[src/rtl/copy_split_pkg.sv]
package copy_split_pkg;

  // Classification of one input lane within a slot
  typedef enum logic [1:0] {
    LANE_IDLE  = 2'd0,
    LANE_WHOLE = 2'd1,
    LANE_SPLIT = 2'd2,
    LANE_LOST  = 2'd3
  } lane_kind_e;

endpackage

[src/rtl/copy_split_prefix.sv]
module copy_split_prefix #(
  parameter int N     = 8,
  parameter int CNT_W = 4,
  parameter int SUM_W = 6
) (
  input  logic [SUM_W-1:0]   base,
  input  logic [N-1:0]       vld,
  input  logic [N*CNT_W-1:0] cnt,
  output logic [N*SUM_W-1:0] sum_o,
  output logic [N*CNT_W-1:0] eff_o
);

  localparam logic [CNT_W-1:0] CAP = CNT_W'(N);

  logic [SUM_W-1:0] s [N];
  logic [CNT_W-1:0] e [N];

  for (genvar i = 0; i < N; i++) begin : g_lane
    logic [CNT_W-1:0] raw;
    assign raw = cnt[i*CNT_W +: CNT_W];
    // invalid inputs add nothing; oversized requests clamp to N
    assign e[i] = !vld[i] ? '0 : ((raw > CAP) ? CAP : raw);
    if (i == 0) begin : g_first
      assign s[i] = base + SUM_W'(e[i]);
    end else begin : g_rest
      assign s[i] = s[i-1] + SUM_W'(e[i]);
    end
    assign sum_o[i*SUM_W +: SUM_W] = s[i];
    assign eff_o[i*CNT_W +: CNT_W] = e[i];
  end

endmodule

[src/rtl/copy_split_lane.sv]
module copy_split_lane
  import copy_split_pkg::*;
#(
  parameter int N     = 8,
  parameter int DT_W  = 3,
  parameter int LG    = 3,
  parameter int CNT_W = 4,
  parameter int SUM_W = 6
) (
  input  logic [CNT_W-1:0] eff,
  input  logic [SUM_W-1:0] s_prev,
  input  logic [SUM_W-1:0] s_cur,
  output logic             a0,
  output logic [CNT_W-1:0] c0,
  output logic [DT_W-1:0]  d0,
  output logic [LG-1:0]    lo0,
  output logic [LG-1:0]    hi0,
  output logic [LG-1:0]    ix0,
  output logic             a1,
  output logic [CNT_W-1:0] c1,
  output logic [DT_W-1:0]  d1,
  output logic [LG-1:0]    lo1,
  output logic [LG-1:0]    hi1,
  output logic [LG-1:0]    ix1,
  output logic             lost
);

  localparam logic [CNT_W-1:0] FULL = CNT_W'(N);

  logic [DT_W-1:0]  dtp, dtc;
  logic [LG-1:0]    rsp, rsc, rsc_m1;
  logic [CNT_W-1:0] head, rest;
  lane_kind_e       kind;

  assign dtp    = s_prev[SUM_W-1:LG];
  assign dtc    = s_cur[SUM_W-1:LG];
  assign rsp    = s_prev[LG-1:0];
  assign rsc    = s_cur[LG-1:0];
  assign rsc_m1 = rsc - LG'(1);
  assign head   = FULL - CNT_W'(rsp);
  assign rest   = eff - head;

  always_comb begin
    if (eff == '0)       kind = LANE_IDLE;
    else if (dtc == dtp) kind = LANE_WHOLE;
    else if (dtc > dtp)  kind = LANE_SPLIT;
    else                 kind = LANE_LOST;
  end

  always_comb begin
    a0 = 1'b0; c0 = '0; d0 = '0; lo0 = '0; hi0 = '0; ix0 = '0;
    a1 = 1'b0; c1 = '0; d1 = '0; lo1 = '0; hi1 = '0; ix1 = '0;
    lost = 1'b0;
    unique case (kind)
      LANE_WHOLE: begin
        a0 = 1'b1; c0 = eff; d0 = dtp;
        lo0 = rsp; hi0 = rsc_m1; ix0 = rsp;
      end
      LANE_SPLIT: begin
        a0 = 1'b1; c0 = head; d0 = dtp;
        lo0 = rsp; hi0 = '1; ix0 = rsp;
        if (rest != '0) begin
          a1 = 1'b1; c1 = rest; d1 = dtc;
          lo1 = '0; hi1 = rsc_m1; ix1 = head[LG-1:0];
        end
      end
      LANE_LOST: lost = 1'b1;
      default: ;
    endcase
  end

endmodule

[src/rtl/copy_split.sv]
module copy_split #(
  parameter  int N     = 8,
  parameter  int DT_W  = $clog2(N),
  localparam int LG    = $clog2(N),
  localparam int CNT_W = LG + 1,
  localparam int SUM_W = LG + DT_W
) (
  input  logic               clk,
  input  logic               rst_n,
  input  logic               slot_go,
  input  logic [N-1:0]       in_vld,
  input  logic [N*CNT_W-1:0] in_cnt,
  output logic [N-1:0]       h0_act,
  output logic [N*CNT_W-1:0] h0_cnt,
  output logic [N*DT_W-1:0]  h0_dt,
  output logic [N*LG-1:0]    h0_min,
  output logic [N*LG-1:0]    h0_max,
  output logic [N*LG-1:0]    h0_idx,
  output logic [N-1:0]       h1_act,
  output logic [N*CNT_W-1:0] h1_cnt,
  output logic [N*DT_W-1:0]  h1_dt,
  output logic [N*LG-1:0]    h1_min,
  output logic [N*LG-1:0]    h1_max,
  output logic [N*LG-1:0]    h1_idx,
  output logic [N-1:0]       lost
);

  // reset: asserted asynchronously, released through two flops
  logic [1:0] rs_q;
  logic       srst_n;

  always_ff @(posedge clk or negedge rst_n) begin
    if (!rst_n) rs_q <= '0;
    else        rs_q <= {rs_q[0], 1'b1};
  end
  assign srst_n = rs_q[1];

  // carried offset and prefix sums
  logic [SUM_W-1:0]   fb_q, fb_d;
  logic [N*SUM_W-1:0] sums;
  logic [N*CNT_W-1:0] effs;

  copy_split_prefix #(.N(N), .CNT_W(CNT_W), .SUM_W(SUM_W)) u_prefix (
    .base  (fb_q),
    .vld   (in_vld),
    .cnt   (in_cnt),
    .sum_o (sums),
    .eff_o (effs)
  );

  logic [SUM_W-1:0] s_last;
  assign s_last = sums[(N-1)*SUM_W +: SUM_W];

  always_comb begin
    if (s_last[SUM_W-1:LG] != '0) fb_d = s_last - SUM_W'(N);
    else                          fb_d = s_last;
  end

  // per-lane header generation
  logic [N-1:0]       n0_act, n1_act, n_lost;
  logic [N*CNT_W-1:0] n0_cnt, n1_cnt;
  logic [N*DT_W-1:0]  n0_dt, n1_dt;
  logic [N*LG-1:0]    n0_min, n0_max, n0_idx, n1_min, n1_max, n1_idx;

  for (genvar i = 0; i < N; i++) begin : g_lane
    logic [SUM_W-1:0] prev;
    if (i == 0) begin : g_first
      assign prev = fb_q;
    end else begin : g_rest
      assign prev = sums[(i-1)*SUM_W +: SUM_W];
    end

    copy_split_lane #(
      .N(N), .DT_W(DT_W), .LG(LG), .CNT_W(CNT_W), .SUM_W(SUM_W)
    ) u_lane (
      .eff    (effs[i*CNT_W +: CNT_W]),
      .s_prev (prev),
      .s_cur  (sums[i*SUM_W +: SUM_W]),
      .a0     (n0_act[i]),
      .c0     (n0_cnt[i*CNT_W +: CNT_W]),
      .d0     (n0_dt[i*DT_W +: DT_W]),
      .lo0    (n0_min[i*LG +: LG]),
      .hi0    (n0_max[i*LG +: LG]),
      .ix0    (n0_idx[i*LG +: LG]),
      .a1     (n1_act[i]),
      .c1     (n1_cnt[i*CNT_W +: CNT_W]),
      .d1     (n1_dt[i*DT_W +: DT_W]),
      .lo1    (n1_min[i*LG +: LG]),
      .hi1    (n1_max[i*LG +: LG]),
      .ix1    (n1_idx[i*LG +: LG]),
      .lost   (n_lost[i])
    );
  end

  // state registers, enabled on slot boundaries
  always_ff @(posedge clk or negedge srst_n) begin
    if (!srst_n) begin
      fb_q   <= '0;
      h0_act <= '0; h0_cnt <= '0; h0_dt <= '0;
      h0_min <= '0; h0_max <= '0; h0_idx <= '0;
      h1_act <= '0; h1_cnt <= '0; h1_dt <= '0;
      h1_min <= '0; h1_max <= '0; h1_idx <= '0;
      lost   <= '0;
    end else if (slot_go) begin
      fb_q   <= fb_d;
      h0_act <= n0_act; h0_cnt <= n0_cnt; h0_dt <= n0_dt;
      h0_min <= n0_min; h0_max <= n0_max; h0_idx <= n0_idx;
      h1_act <= n1_act; h1_cnt <= n1_cnt; h1_dt <= n1_dt;
      h1_min <= n1_min; h1_max <= n1_max; h1_idx <= n1_idx;
      lost   <= n_lost;
    end
  end

endmodule

[config.mk]
export PLATFORM = sky130hd
export DESIGN_NAME = copy_split
export DESIGN_NICKNAME = d
export VERILOG_FILES = /design/src/rtl/copy_split_pkg.sv /design/src/rtl/copy_split_prefix.sv /design/src/rtl/copy_split_lane.sv /design/src/rtl/copy_split.sv
export SDC_FILE = /design/constraint.sdc
export NUM_CORES = 1
export LEC_CHECK = 0
export ABC_AREA = 0
export BUFFER_PORTS_ARGS = -buffer_cell sky130_fd_sc_hd__buf_2
export CAP_MARGIN = 5
export CORE_MARGIN = 5
export CORE_UTILIZATION = 52
export CTS_CLUSTER_DIAMETER = 30
export DETAILED_ROUTE_END_ITERATION = 8
export PLACE_DENSITY = 0.78
export SETUP_SLACK_MARGIN = 0.05
export SLEW_MARGIN = 10
export SYNTH_ARGS = -nofsm -noshare
export SYNTH_HDL_FRONTEND = slang
export SYNTH_HIERARCHICAL = 1
export SYNTH_SLANG_ARGS = --single-unit
[constraint.sdc]
create_clock -name clk -period 8.8 [get_ports clk]
set_input_delay 2.64 -clock clk [delete_from_list [all_inputs] [get_ports clk]]
set_output_delay 2.64 -clock clk [all_outputs]
set_load 0.05 [all_outputs]
==> results.yml <==
detailed_routing:
  dr.pass1.iters: 5
  via_count: 13600
  via_per_inst: 5.36
  drt_wl_total_um: 51100
  route.detailed.drc: 0
  antenna_left: 0
  drt-wirelength-per-cell_um: 20.1
  first_iter_violations: 732
sta:
  timing.fmax_mhz: 106
  max_slew_margin_pct: 25.6
  drv_slew: 0
  rsz0062_at_grt: "yes"
  period_needed_ps: 9400
  setup_violations: 64
  tightest_slew_ps: 1120
  final_hold_viol_count: 0
  fin_setup_tns_ps: -27230
  clock_skew_ps: 20.2
  worst_slack_ps: -600
  whs_ps: 368
  fin_crit_sh_pct: 107
final_layout:
  n_fill_cell: 2250
  nets: 2215
  design_area_mm2: 0.0245
  final_util_pct: 70.6
  num_antenna_cells: 0
  layout-drive-gt1-share_pct: 49.6
  area_delta_synth_final_pct: 33.5
die:
  initial_core_util_pct: 52.9
  die_w_um: 198
  dieArea_mm2: 0.0391
  pin_count: 323
  fp.dieH_um: 198
  rows: 68
  design.core.area_mm2: 0.0346
logic_synthesis:
  ys_seq_area_share_pct: 39.3
  syn_inst: 1566
  synth_top_area_share_pct: 39.3
  ys.warnings.count: 6
  synth_top_cells_by_area: "dfrtp_1 39%, mux2_4 19%, ha_1 8.5%, mux2_2 3.4%, nor2_1 3.2%"
  postSynthRegisterBits: 288
  synth-edff-count: 0
  async_flop_share_pct: 100
  yosysTopAreaCell: "dfrtp_1"
  avgSynthCellArea_um2: 11.7
  synth_cell_types: 51
  synth_ff_type: "dfrtp_1"
  netlist_area_mm2: 0.0183
worst_setup_path:
  path_buf_inv: 8
  cp_slowest_stage_delay_ps: 590
  critPathArrivalTime_ps: 9840
  critPathKind: "in2reg"
  cpLargestDelayFamily: "adder cells"
  required_ps: 9240
  crit_path_end_kind: "flip-flop"
  critPathMostFrequentCell: "fa_2"
  critPathSlowestCell: "fa_2"
  crit_fanout: 8
  startpoint_type: "primary input"
clocking:
  htree_num_levels: 3
  clk_pin_slew_worst_paths_ps: 50
  numCtsBuffers: 68
  root_buffer: "clkbuf_16"
  hold_buffers: 0
  cts_buffer_depth: 3
  cts_tree: "built"
  clock_latency_ps: 570
  clkSinkCount: 288
global_routing:
  grt_max_degree: 147
  grt_pass1_vias: 14800
  antenna_found_initial: 0
  grt_pass1_wl_um: 80700
  grt_usage_pct: 25.6
  grt_overflow: 0
placed_design:
  dp_hpwl_um: 33600
  gp_congestion: 0.870
  placed_area_mm2: 0.0212
  port_buffers: 322
outcome:
  violations: "setup timing"
  status: "finished, violations left"
worst_hold_path:
  hold_path_class: "reg2reg"
run:
  maxCapViolCount: 0
[final timing paths]
kind                                 from  slack [ps]          to  cells past startpoint
worst min-delay path              rs_q[0]         370     rs_q[1]                      0
min in group asynchronous         rs_q[1]         430   h1_min[5]                      0
worst max-delay path            in_vld[0]        -600  h0_max[23]                     32
max in group asynchronous           rst_n        6830     rs_q[1]                      1
worst max register to register    fb_q[0]        1260  h0_max[23]                     29
worst min register to register    rs_q[0]         370     rs_q[1]                      0
[area by class of cell]
cell class                      count  area [um^2]  share of cell area [%]
Multi-Input combinational cell   1044        10700                    43.9
Inverter                          156          591                    2.41
Tap cell                          455          569                    2.33
Clock buffer                       88         1950                    7.98
Timing Repair Buffer              474         2940                    12.0
Sequential cell                   288         7210                    29.5
Clock inverter                     34          455                    1.86
[cells in the mapped netlist (all sizes together), types with 8 or more instances]
| master | count |
|---|---|
| nor4 | 8 |
| nor3 | 12 |
| fa | 16 |
| and4 | 8 |
| dfrtp | 288 |
| nand3b | 8 |
| o21ai | 9 |
| conb | 9 |
| xnor2 | 27 |
| or3b | 8 |
| or4 | 8 |
| inv | 156 |
| mux2 | 285 |
| a21o | 20 |
| nand2b | 21 |
| and2 | 45 |
| a21oi | 59 |
| nor2 | 158 |
| buf | 80 |
| a22oi | 40 |
| o21a | 10 |
| nand3 | 10 |
| clkbuf | 16 |
| o31ai | 16 |
| nand2 | 14 |
| nor2b | 54 |
| o211a | 8 |
| xor2 | 36 |
| ha | 124 |
[layer usage]
metal	share of wire (%)	routed length, um	global-route usage [%]
met1	41	20800	31.8
met3	5.7	2940	4.83
met5	0	0	0
met2	50	25600	44.1
met4	3.3	1680	10.2
[cells in the final DEF (no fill, tap or decap), types with 15 or more instances in the layout]
cell	count
buf_4	133
and2_1	40
dfrtp_1	287
a21oi_1	42
a21o_1	20
xnor2_1	15
mux2_2	46
buf_2	320
nor2b_1	39
a22oi_1	32
mux2_4	239
nor2_1	147
inv_1	147
xor2_1	27
clkbuf_16	71
ha_4	22
nand2b_1	20
conb_1	25
ha_1	100
[repair_timing]
action	in CTS	in global routing
pin swaps	26	22
buffers inserted	36	7
resized for setup	86	25
endpoints found under the hold margin	0	0
gates cloned	1	1
endpoints found under the setup margin	88	116
[sequential cells by signal, summed over array words and instances (netlist names), 24 cells and up]
signal	cells
h1_cnt	32
h1_dt	24
h1_max	24
h0_cnt	32
h0_idx	24
h1_min	24
h1_idx	24
h0_max	24
h0_dt	24
h0_min	24
[kinds of logic after synthesis]
| group | synth area share, % |
|---|---|
| compound gates | 6.97 |
| xor+xnor | 3.48 |
| fa+ha+maj | 10.2 |
| buf+inv | 7.29 |
| flops | 39.3 |
| mux | 22.3 |
| other cells | 0.184 |
| simple gates | 10.3 |
[per-stage QoR]
stage,setup WS [ps],cells
after floorplan,-791,1582
after global placement,-901,2379
after detailed placement,-1070,2379
after CTS,-416,2538
after global routing,-747,2539
final,-600,2539
Power is left out: the tool's default activity adds up to more than one toggle a clock period on the data nets, which glitch-free logic cannot reach.
